<file path="config.mk">
export PLATFORM = sky130hd
export DESIGN_NAME = i2s_tx_cfgclk
export DESIGN_NICKNAME = d
export VERILOG_FILES = /design/src/rtl/i2s_txc_pkg.sv /design/src/rtl/i2s_txc_route.sv /design/src/rtl/i2s_txc_wsgen.sv /design/src/rtl/i2s_txc_shifter.sv /design/src/rtl/i2s_tx_cfgclk.sv
export SDC_FILE = /design/constraint.sdc
export NUM_CORES = 1
export LEC_CHECK = 0
export BUFFER_PORTS_ARGS = -buffer_cell sky130_fd_sc_hd__buf_2
export CORE_MARGIN = 1
export CORE_UTILIZATION = 35
export DETAILED_ROUTE_END_ITERATION = 7
export GPL_ROUTABILITY_DRIVEN = 0
export GPL_TIMING_DRIVEN = 1
export PLACE_DENSITY = 0.56
export SKIP_CTS_REPAIR_TIMING = 1
export SYNTH_ARGS = -nofsm -noshare
export SYNTH_HDL_FRONTEND = slang
export SYNTH_SLANG_ARGS = --single-unit
export TNS_END_PERCENT = 30
</file>
<file path="constraint.sdc">
create_clock -name clk -period 1.88 [get_ports clk]
set_input_delay 0.47 -clock clk [delete_from_list [all_inputs] [get_ports clk]]
set_output_delay 0.47 -clock clk [all_outputs]
set_load 0.01 [all_outputs]
</file>
<file path="src/rtl/i2s_txc_pkg.sv">
package i2s_txc_pkg;

  typedef enum logic [1:0] {
    BSRC_DIV    = 2'd0,
    BSRC_RXREF  = 2'd1,
    BSRC_RXBCLK = 2'd2,
    BSRC_EXT    = 2'd3
  } bsrc_e;

  typedef enum logic [1:0] {
    WSRC_INT = 2'd0,
    WSRC_RX  = 2'd1,
    WSRC_EXT = 2'd2
  } wsrc_e;

  typedef struct packed {
    bsrc_e bsrc;
    wsrc_e wsrc;
    logic  mclk_en;
  } route_t;

  localparam logic [3:0] CODE_BASE = 4'b0000;
  localparam logic [3:0] CODE_REF  = 4'b0010;
  localparam logic [3:0] CODE_4W   = 4'b0100;
  localparam logic [3:0] CODE_MCLK = 4'b1000;

  function automatic route_t decode_route(input logic slave, input logic [3:0] code);
    route_t r;
    r.mclk_en = 1'b0;
    if (!slave) begin
      r.bsrc = BSRC_DIV;
      r.wsrc = WSRC_INT;
      case (code)
        CODE_REF:  r.bsrc = BSRC_RXREF;
        CODE_4W: begin
          r.bsrc = BSRC_RXBCLK;
          r.wsrc = WSRC_RX;
        end
        CODE_MCLK: r.mclk_en = 1'b1;
        default: ;
      endcase
    end else begin
      r.bsrc = BSRC_EXT;
      r.wsrc = WSRC_EXT;
      case (code)
        CODE_REF: r.bsrc = BSRC_RXREF;
        CODE_4W: begin
          r.bsrc = BSRC_RXBCLK;
          r.wsrc = WSRC_RX;
        end
        default: ;
      endcase
    end
    return r;
  endfunction

endpackage

</file>
<file path="src/rtl/i2s_txc_route.sv">
module i2s_txc_route
  import i2s_txc_pkg::*;
(
  input  logic       clk,
  input  logic       rst_n,
  input  logic       slave,
  input  logic [3:0] code,
  input  logic       div_clk,
  input  logic       rx_ref_clk,
  input  logic       rx_bclk,
  input  logic       rx_ws,
  input  logic       ext_bclk,
  input  logic       ext_ws,
  output logic       bclk_lvl,
  output logic       bit_fall,
  output logic       ws_pin_now,
  output logic       ws_pin_prev,
  output logic       ws_internal,
  output logic       mclk_en
);

  route_t rt;
  logic   sel_bclk, sel_ws;
  logic   bclk_q, bclk_q2, ws_q, ws_q2;
  logic   bclk_d, bclk2_d, ws_d, ws2_d;

  assign rt = decode_route(slave, code);

  always_comb begin
    case (rt.bsrc)
      BSRC_RXREF:  sel_bclk = rx_ref_clk;
      BSRC_RXBCLK: sel_bclk = rx_bclk;
      BSRC_EXT:    sel_bclk = ext_bclk;
      default:     sel_bclk = div_clk;
    endcase
    sel_ws = (rt.wsrc == WSRC_RX) ? rx_ws : ext_ws;
  end

  // next-state: capture the selected sources and keep one cycle of history
  always_comb begin
    bclk_d  = sel_bclk;
    bclk2_d = bclk_q;
    ws_d    = sel_ws;
    ws2_d   = ws_q;
  end

  always_ff @(posedge clk or negedge rst_n) begin
    if (!rst_n) begin
      bclk_q  <= 1'b0;
      bclk_q2 <= 1'b0;
      ws_q    <= 1'b0;
      ws_q2   <= 1'b0;
    end else begin
      bclk_q  <= bclk_d;
      bclk_q2 <= bclk2_d;
      ws_q    <= ws_d;
      ws_q2   <= ws2_d;
    end
  end

  assign bclk_lvl    = bclk_q;
  assign bit_fall    = bclk_q2 & ~bclk_q;
  assign ws_pin_now  = ws_q;
  assign ws_pin_prev = ws_q2;
  assign ws_internal = (rt.wsrc == WSRC_INT);
  assign mclk_en     = rt.mclk_en;

endmodule

</file>
<file path="src/rtl/i2s_txc_wsgen.sv">
module i2s_txc_wsgen #(
  parameter int DATA_W = 16
) (
  input  logic clk,
  input  logic rst_n,
  input  logic bit_fall,
  output logic ws_int
);

  localparam int CNT_W = (DATA_W > 1) ? $clog2(DATA_W) : 1;
  localparam logic [CNT_W-1:0] LAST = CNT_W'(DATA_W - 1);

  logic [CNT_W-1:0] cnt_q, cnt_d;
  logic             ws_q, ws_d;

  always_comb begin
    cnt_d = cnt_q;
    ws_d  = ws_q;
    if (bit_fall) begin
      if (cnt_q == LAST) begin
        cnt_d = '0;
        ws_d  = ~ws_q;
      end else begin
        cnt_d = cnt_q + 1'b1;
      end
    end
  end

  always_ff @(posedge clk or negedge rst_n) begin
    if (!rst_n) begin
      cnt_q <= '0;
      ws_q  <= 1'b0;
    end else if (bit_fall) begin
      cnt_q <= cnt_d;
      ws_q  <= ws_d;
    end
  end

  assign ws_int = ws_q;

  AST_WS_HOLDS_BETWEEN_FALLS: assert property (@(posedge clk) disable iff (!rst_n)
    !bit_fall |=> $stable(ws_int));

endmodule

</file>
<file path="src/rtl/i2s_txc_shifter.sv">
module i2s_txc_shifter #(
  parameter int DATA_W = 16
) (
  input  logic              clk,
  input  logic              rst_n,
  input  logic              bit_fall,
  input  logic              ws_level,
  input  logic [DATA_W-1:0] left_in,
  input  logic [DATA_W-1:0] right_in,
  input  logic              sample_valid,
  output logic              sample_ready,
  output logic              sd_out,
  output logic              underrun
);

  logic [DATA_W-1:0] sh_q, sh_d;
  logic [DATA_W-1:0] lhold_q, lhold_d, rhold_q, rhold_d;
  logic              ws_last_q, ws_last_d;
  logic              urun_q, urun_d;
  logic              word_start, frame_start;

  assign word_start  = bit_fall & (ws_level != ws_last_q);
  assign frame_start = word_start & ~ws_level;

  always_comb begin
    sh_d      = sh_q;
    lhold_d   = lhold_q;
    rhold_d   = rhold_q;
    ws_last_d = ws_last_q;
    urun_d    = frame_start & ~sample_valid;
    if (bit_fall) begin
      ws_last_d = ws_level;
      if (word_start) begin
        if (ws_level) begin
          sh_d = rhold_q;
        end else if (sample_valid) begin
          sh_d    = left_in;
          lhold_d = left_in;
          rhold_d = right_in;
        end else begin
          sh_d = lhold_q;
        end
      end else begin
        sh_d = {sh_q[DATA_W-2:0], 1'b0};
      end
    end
  end

  always_ff @(posedge clk or negedge rst_n) begin
    if (!rst_n) begin
      sh_q      <= '0;
      lhold_q   <= '0;
      rhold_q   <= '0;
      ws_last_q <= 1'b0;
      urun_q    <= 1'b0;
    end else begin
      urun_q <= urun_d;
      if (bit_fall) begin
        sh_q      <= sh_d;
        lhold_q   <= lhold_d;
        rhold_q   <= rhold_d;
        ws_last_q <= ws_last_d;
      end
    end
  end

  assign sample_ready = frame_start;
  assign sd_out       = sh_q[DATA_W-1];
  assign underrun     = urun_q;

  AST_SD_ONLY_AFTER_FALL: assert property (@(posedge clk) disable iff (!rst_n)
    !bit_fall |=> $stable(sd_out));
  AST_LEFT_MSB_FIRST: assert property (@(posedge clk) disable iff (!rst_n)
    (sample_ready && sample_valid) |=> (sd_out == $past(left_in[DATA_W-1])));
  AST_UNDERRUN_SINGLE: assert property (@(posedge clk) disable iff (!rst_n)
    underrun |=> !underrun);

endmodule

</file>
<file path="src/rtl/i2s_tx_cfgclk.sv">
module i2s_tx_cfgclk #(
  parameter int DATA_W = 16
) (
  input  logic              clk,
  input  logic              rst_n,
  input  logic              tx_slave,
  input  logic [3:0]        tx_mode,
  input  logic              div_clk,
  input  logic              rx_ref_clk,
  input  logic              rx_bclk,
  input  logic              rx_ws,
  input  logic              ext_bclk,
  input  logic              ext_ws,
  input  logic [DATA_W-1:0] left_data,
  input  logic [DATA_W-1:0] right_data,
  input  logic              sample_valid,
  output logic              sample_ready,
  output logic              sd_out,
  output logic              bclk_out,
  output logic              ws_out,
  output logic              mclk_out,
  output logic              underrun
);

  logic [1:0] rst_pipe_q;
  logic       core_rst_n;
  logic       bclk_lvl, bit_fall, ws_pin_now, ws_pin_prev, ws_internal, mclk_en;
  logic       ws_int, ws_level;

  // reset asserts at once, releases on the clock
  always_ff @(posedge clk or negedge rst_n) begin
    if (!rst_n) rst_pipe_q <= 2'b00;
    else        rst_pipe_q <= {rst_pipe_q[0], 1'b1};
  end
  assign core_rst_n = rst_pipe_q[1];

  i2s_txc_route u_route (
    .clk         (clk),
    .rst_n       (core_rst_n),
    .slave       (tx_slave),
    .code        (tx_mode),
    .div_clk     (div_clk),
    .rx_ref_clk  (rx_ref_clk),
    .rx_bclk     (rx_bclk),
    .rx_ws       (rx_ws),
    .ext_bclk    (ext_bclk),
    .ext_ws      (ext_ws),
    .bclk_lvl    (bclk_lvl),
    .bit_fall    (bit_fall),
    .ws_pin_now  (ws_pin_now),
    .ws_pin_prev (ws_pin_prev),
    .ws_internal (ws_internal),
    .mclk_en     (mclk_en)
  );

  i2s_txc_wsgen #(.DATA_W(DATA_W)) u_wsgen (
    .clk      (clk),
    .rst_n    (core_rst_n),
    .bit_fall (bit_fall),
    .ws_int   (ws_int)
  );

  // WS level of the bit period that ends at this fall
  assign ws_level = ws_internal ? ws_int : ws_pin_prev;

  i2s_txc_shifter #(.DATA_W(DATA_W)) u_shift (
    .clk          (clk),
    .rst_n        (core_rst_n),
    .bit_fall     (bit_fall),
    .ws_level     (ws_level),
    .left_in      (left_data),
    .right_in     (right_data),
    .sample_valid (sample_valid),
    .sample_ready (sample_ready),
    .sd_out       (sd_out),
    .underrun     (underrun)
  );

  assign bclk_out = bclk_lvl;
  assign ws_out   = ws_internal ? ws_int : ws_pin_now;
  assign mclk_out = mclk_en & div_clk;

  AST_MCLK_HELD_LOW: assert property (@(posedge clk) disable iff (!core_rst_n)
    !(!tx_slave && tx_mode == 4'b1000) |-> !mclk_out);

endmodule

</file>
# Word level (Yosys, flattened, before mapping)
# Cells that the tools add are included.
[op_classes] n_addsub=1 multipliers=0 n_div=0 n_lt_le_gt_ge=0 n_eq_ne=9 n_shift=0 mux=15 n_bitwise=9 reduce_logical=4
[op_table] op="16-bit two-way mux" n=3
[op_table] op="4-bit equality test, second input constant" n=2
[op_table] op="4-bit two-way mux" n=2
[op_table] op="2-bit case mux with 2 select lines" n=2
[op_table] op="1-bit two-way mux" n=6
[op_table] op="1-bit bitwise AND" n=5
[op_table] op="4-bit by 1-bit adder with 4-bit output, second input constant" n=1
[op_table] op="2-bit by 1-bit equality test with 1-bit output, second input constant" n=2
[op_table] op="2-bit equality test, second input constant" n=2
[op_table] op="4-bit by 2-bit equality test with 1-bit output, second input constant" n=1
[op_table] op="4-bit by 3-bit equality test with 1-bit output, second input constant" n=1
[op_table] op="1-bit inverter" n=4
[op_table] op="4-bit AND reduction" n=1
[op_table] op="1-bit case mux with 3 select lines" n=1
[op_table] op="3-bit AND reduction" n=1
[op_table] op="2-bit logical NOT" n=1
[op_table] op="2-bit two-way mux" n=1
[op_table] op="2-bit AND reduction" n=1
[op_table] op="1-bit inequality test" n=1
[word_totals] reg_bits=61 latchBits=0 ram_bits=0 rom_bits=0 input_bits=46 output_inout_bits=6 wordCells=50 mem_count=0

# Logic depth before layout (Yosys ltp)
[depth] ltp_word=9 ltp_mapped=6 mapped_depth_nobuf=4

# Hierarchy
# From an unflattened synthesis, not the netlist that was laid out.
[hier_totals] cells_unflattened=221 hier_area_um2=2989.1
[modules_own_cells] module="i2s_txc_shifter" n_inst=1 cells_per_inst=180 area_per_inst_um2=2469.9 seq_area_each_um2=1251.2
[modules_own_cells] module="i2s_txc_wsgen" n_inst=1 cells_per_inst=20 area_per_inst_um2=220.2 seq_area_each_um2=125.1
[modules_own_cells] module="i2s_txc_route" n_inst=1 cells_per_inst=15 area_per_inst_um2=216.5 seq_area_each_um2=100.1
[modules_own_cells] module="i2s_tx_cfgclk" n_inst=1 cells_per_inst=6 area_per_inst_um2=82.6 seq_area_each_um2=50.0

# Least setup slack after synthesis
# Ideal clock, no wire load.
[synth_timing] kind="input-to-output" startpoint="input port tx_mode[1]" endpoint="output port ws_out" arrival_ps=1564 required_time_ps=1410 setup_slack_ps=-154 stages=4 path_buffers=1 path_cell_list="or4b_4 > nand2_4 > clkbuf_1 > nand2_1"
[synth_via] elab_chain_len=5 word_cells_on_any_way=6 cone_classes="eq/ne (1); mux (4); reduce/logical (1)"
[synth_lines] item="start: declaration" line_no="i2s_tx_cfgclk.sv:7" text="input logic [3:0] tx_mode,"
[synth_lines] item="4-bit by 3-bit equality test with 1-bit output *" line_no="i2s_txc_pkg.sv:33, i2s_txc_pkg.sv:45"
[synth_lines] item="1-bit two-way mux / 2-bit two-way mux (equally long branches)" line_no="i2s_txc_pkg.sv:33, i2s_txc_pkg.sv:45"
[synth_lines] item="4-bit two-way mux *" line_no="i2s_txc_pkg.sv:30" text="if (!slave) begin"
[synth_lines] item="2-bit logical NOT *" line_no="i2s_txc_route.sv:65" text="assign ws_internal = (rt.wsrc == WSRC_INT);"
[synth_lines] item="1-bit two-way mux *" line_no="i2s_tx_cfgclk.sv:80" text="assign ws_out = ws_internal ? ws_int : ws_pin_now;"
[synth_lines] item="end: declaration" line_no="i2s_tx_cfgclk.sv:20" text="output logic ws_out,"
# Mark *: on every way between the ends. The rest lies on a longest branch, timed or not.

# Worst setup path in the final report
[layout_timing] startpoint="input port tx_mode[3]" endpoint="output port sample_ready"
[layout_via] elab_chain_len=8 word_cells_on_any_way=10 cone_classes="eq/ne (2); mux (4); bitwise (3); reduce/logical (1)"
[layout_lines] item="4-bit by 3-bit equality test with 1-bit output *" line_no="i2s_txc_pkg.sv:33, i2s_txc_pkg.sv:45"
[layout_lines] item="1-bit two-way mux / 2-bit two-way mux (equally long branches)" line_no="i2s_txc_pkg.sv:33, i2s_txc_pkg.sv:45"
[layout_lines] item="4-bit two-way mux *" line_no="i2s_txc_pkg.sv:30"
[layout_lines] item="2-bit logical NOT *" line_no="i2s_txc_route.sv:65"
[layout_lines] item="1-bit two-way mux *" line_no="i2s_tx_cfgclk.sv:64" text="assign ws_level = ws_internal ? ws_int : ws_pin_prev;"
[layout_lines] item="1-bit inequality test" line_no="i2s_txc_shifter.sv:22" text="assign word_start = bit_fall & (ws_level != ws_last_q);"
[layout_lines] item="1-bit bitwise AND" line_no="i2s_txc_shifter.sv:22"
[layout_lines] item="1-bit bitwise AND *" line_no="i2s_txc_shifter.sv:23" text="assign frame_start = word_start & ~ws_level;"
[layout_lines] item="end: declaration" line_no="i2s_tx_cfgclk.sv:17" text="output logic sample_ready,"
# Marks and branches as above.

==> metrics.md <==
| Metric | Value |
|---|---|
| Status | `finished, violations left` |
| Failing checks | `design-rule violations, negative setup slack` |
| Design area | `just over 0.004 mm^2` |
| Mapped Nets | `320` |
| Max clock buf depth | `2` |
| Crit path launch type | `primary input` |
| Global-route wire length before repair | `12,500 um` |
| Fmax | `~500 MHz` |
| Clock skew | `0.00708 ns` |
| Placed Area | `around 0.0038 mm^2` |
| Synth Warn # | `0` |
| Num ports | `52` |
| Period utilization | `1.07` |
| Vias in the first global route | `around 2,500` |
| Gr usage total | `0.168` |
| Initial antenna violation count | `0` |
| HP Class | `flop to asynchronous set/reset pin` |
| Share of post-route cells with drive strength above 1 | `0.438` |
| Largest net degree at the start of global routing | `60` |
| PortBufs | `~50` |
| Max Slew Vio Count | `0` |
| Setup Total Neg Slack | `-0.167 ns` |
| Post-Syn Area | `between 0.003 and 0.004 mm^2` |
| DR DRC count | `6` |
| Routed Antenna Nets | `0` |
| Final Hold Fails | `0` |
| Final setup fails | `2` |
| Gr ovfl total | `0` |
| Fin nets | `394` |
| Leak | `~0.0019 uW` |
| Worst Path Required | `between 1 and 1.5 ns` |
| Max-cap violations | `0` |
| Via count | `between 2,000 and 2,500` |
| Starting density of the core | `0.364` |
| N_diodes | `0` |
| Register area share after synthesis | `0.476` |
| Final min period | `~2.0 ns` |
| Worst IR drop on VDD | `roughly 480 uV` |
| Die Span Y | `97.7 um` |
| Pre-Repair DR Iteration Count | `6` |
| Post-Syn Area per Cell | `between 10 and 15 um^2` |
| CTS Sinks | `slightly above 60` |
| Power Dens Cells | `~1200 mW/mm^2` |
| CTS clk-pin slew, worst paths | `around 0.070 ns` |
| Seq cells post-synth | `roughly 60` |
| Skew-Pair Late Insertion Delay | `roughly 0.34 ns` |
| Main synth FF type | `dfrtp_1` |
| DRT Wirelength | `7360 um` |
| Filler instances | `818` |
| Vias per cell | `~5.3` |
| Clk Tree Root Cell | `clkbuf_8` |
| Slack of the worst reg-to-reg path | `roughly 0.18 ns` |
| Post-synth EDFFs | `0` |
| Rows | `34` |
| Worst Setup Path Type | `primary input to output pin` |
| CP max FO | `5` |
| Cells after Synth | `between 200 and 300` |
| Area Growth Syn to Fin | `25.5%` |
| CTS tree | `built` |
| Routed len/inst | `between 15 and 20 um` |
| Initial DRC count | `approximately 150` |
| Die width | `97.7 um` |
| DIE AREA | `roughly 0.0095 mm^2` |
| Core Util, Final | `0.457` |
| Total CTS buffers | `9` |
| CP Data Arrival Time | `1.54 ns` |
| Dpl hpwl | `between 5000 and 6000 um` |
| Crit end category | `output pin` |
| RSZ-0062 raised after global routing | `true` |
| H-tree Lvls | `3` |
| Synth cell types | `39` |
| Core footprint | `0.00881 mm^2` |
| Area occupied by multi-input gates | `about 0.0015 mm^2` |
| Async set-or-reset flop fraction in the synthesized netlist | `1.00` |
| Final WS setup | `-0.133 ns` |
| Register area | `0.00153 mm^2` |
## power breakdown
part | switching [uW] | internal [uW]
Clock | 533 | 642
Sequential | 324 | 1820
Combinational | 626 | 862
Total | 1480 | 3320
## worst paths after layout
path,start,end,cells past startpoint
worst max-delay path,tx_mode[3],sample_ready,6
min in group clk,rx_ws,u_route.ws_pin_now,3
max in group asynchronous,rst_n,rst_pipe_q[1],2
worst max register to register,u_route.bclk_lvl,u_shift.sh_q[10],6
worst min register to register,rst_pipe_q[1],u_shift.lhold_q[14],1
worst min-delay path,rst_pipe_q[1],u_shift.lhold_q[14],1
## routing by layer
metal  GRT usage  wire [um]  up-vias
li1            -          -     1172
met1       0.223       3490     1196
met2       0.262       3480       71
met3      0.0424        291        7
met4      0.0664         95        0
met5           0          0        -
## kinds of logic (layout without fill, tap and decap cells)
family | after synthesis | after routing | share of synthesized area
AND/OR/NAND/NOR | 65 | 65 | 0.119
XOR/XNOR | 2 | 2 | 0.00546
other | 1 | 1 | 0.00117
multiplexers | 49 | 49 | 0.206
adder cells (fa/ha/maj) | 1 | 1 | 0.00390
flip-flops | 61 | 61 | 0.476
AO/OA/AOI/OAI | 59 | 59 | 0.134
buffers and inverters | 35 | 114 | 0.0538
## final cells by class
| class | count | share of cell area |
|---|---|---|
| clock inverter | 6 | 0.0155 |
| sequential | 61 | 0.380 |
| inverter | 15 | 0.0140 |
| timing repair buffer | 83 | 0.145 |
| clock buffer | 10 | 0.0342 |
| tap | 108 | 0.0336 |
| multi-input combinational | 177 | 0.378 |
## cells in the final DEF, fill, tap and decap left out, types with 2 or more instances in the layout
master and instances:
mux2_2 17, a21oi_1 3, o211ai_1 15, a31oi_1 16
nand2_1 12, clkbuf_8 10, xnor2_1 2, buf_6 2
buf_2 49, clkinvlp_4 3, nor2_1 15, clkinv_2 2
buf_4 25, nand2_4 2, and2_1 3, dfrtp_1 60
nand2b_1 3, mux2_4 30, nor3b_1 2, inv_1 15
buf_12 6, mux2i_1 2, nor4_1 2, o21ai_0 3
o2111ai_1 15, nand4_1 17
## registers in the layout, indices dropped and copies added (netlist names)
| register | flops |
|---|---|
| u_route.bclk_q2 | 1 |
| u_wsgen.ws_int | 1 |
| u_shift.sh_q | 16 |
| u_shift.rhold_q | 16 |
| u_route.ws_pin_prev | 1 |
| u_route.ws_pin_now | 1 |
| rst_pipe_q | 2 |
| u_wsgen.cnt_q | 4 |
| u_shift.lhold_q | 16 |
| u_shift.ws_last_q | 1 |
| u_shift.underrun | 1 |
| u_route.bclk_lvl | 1 |
## per-stage QoR
| stage | power, uW | instances | worst slack [ns] | hold slack, ns |
|---|---|---|---|---|
| finish | 4810 | 460 | -0.133 | 0.273 |
| global route | 5140 | 460 | -0.166 | 0.317 |
| CTS | 4830 | 456 | -0.177 | -0.122 |
| detailed placement | 3610 | 440 | -0.184 | 0.257 |
| global placement | 3590 | 440 | -0.164 | 0.257 |
| floorplan | 3180 | 273 | -0.0138 | 0.174 |
## Yosys cell counts (2+ instances only)
library cell | count | area [um^2]
mux2i_1 | 2 | 20.0
dfrtp_1 | 61 | 1530
xnor2_1 | 2 | 17.5
nand4_1 | 17 | 106
inv_1 | 15 | 56.3
nor3b_1 | 2 | 15.0
nand2b_1 | 3 | 18.8
o21ai_0 | 4 | 20.0
o211ai_1 | 15 | 113
nor2_1 | 16 | 60.1
o2111ai_1 | 15 | 131
buf_2 | 3 | 15.0
a21oi_1 | 3 | 15.0
a31oi_1 | 16 | 100
mux2_2 | 17 | 191
buf_6 | 4 | 45.0
and2_1 | 3 | 18.8
nand2_1 | 13 | 48.8
buf_4 | 2 | 15.0
mux2_4 | 30 | 450
nor2b_1 | 2 | 12.5
clkbuf_1 | 9 | 33.8
nor4_1 | 2 | 12.5
buf_1 | 2 | 7.51
## critical path, cell delays in order
cell	delay [ns]
buf_6	0.09
or4b_4	0.57
nand2_4	0.12
nand2_4	0.05
nor2_2	0.10
buf_2	0.13
Power figures use the tool's default switching activity.
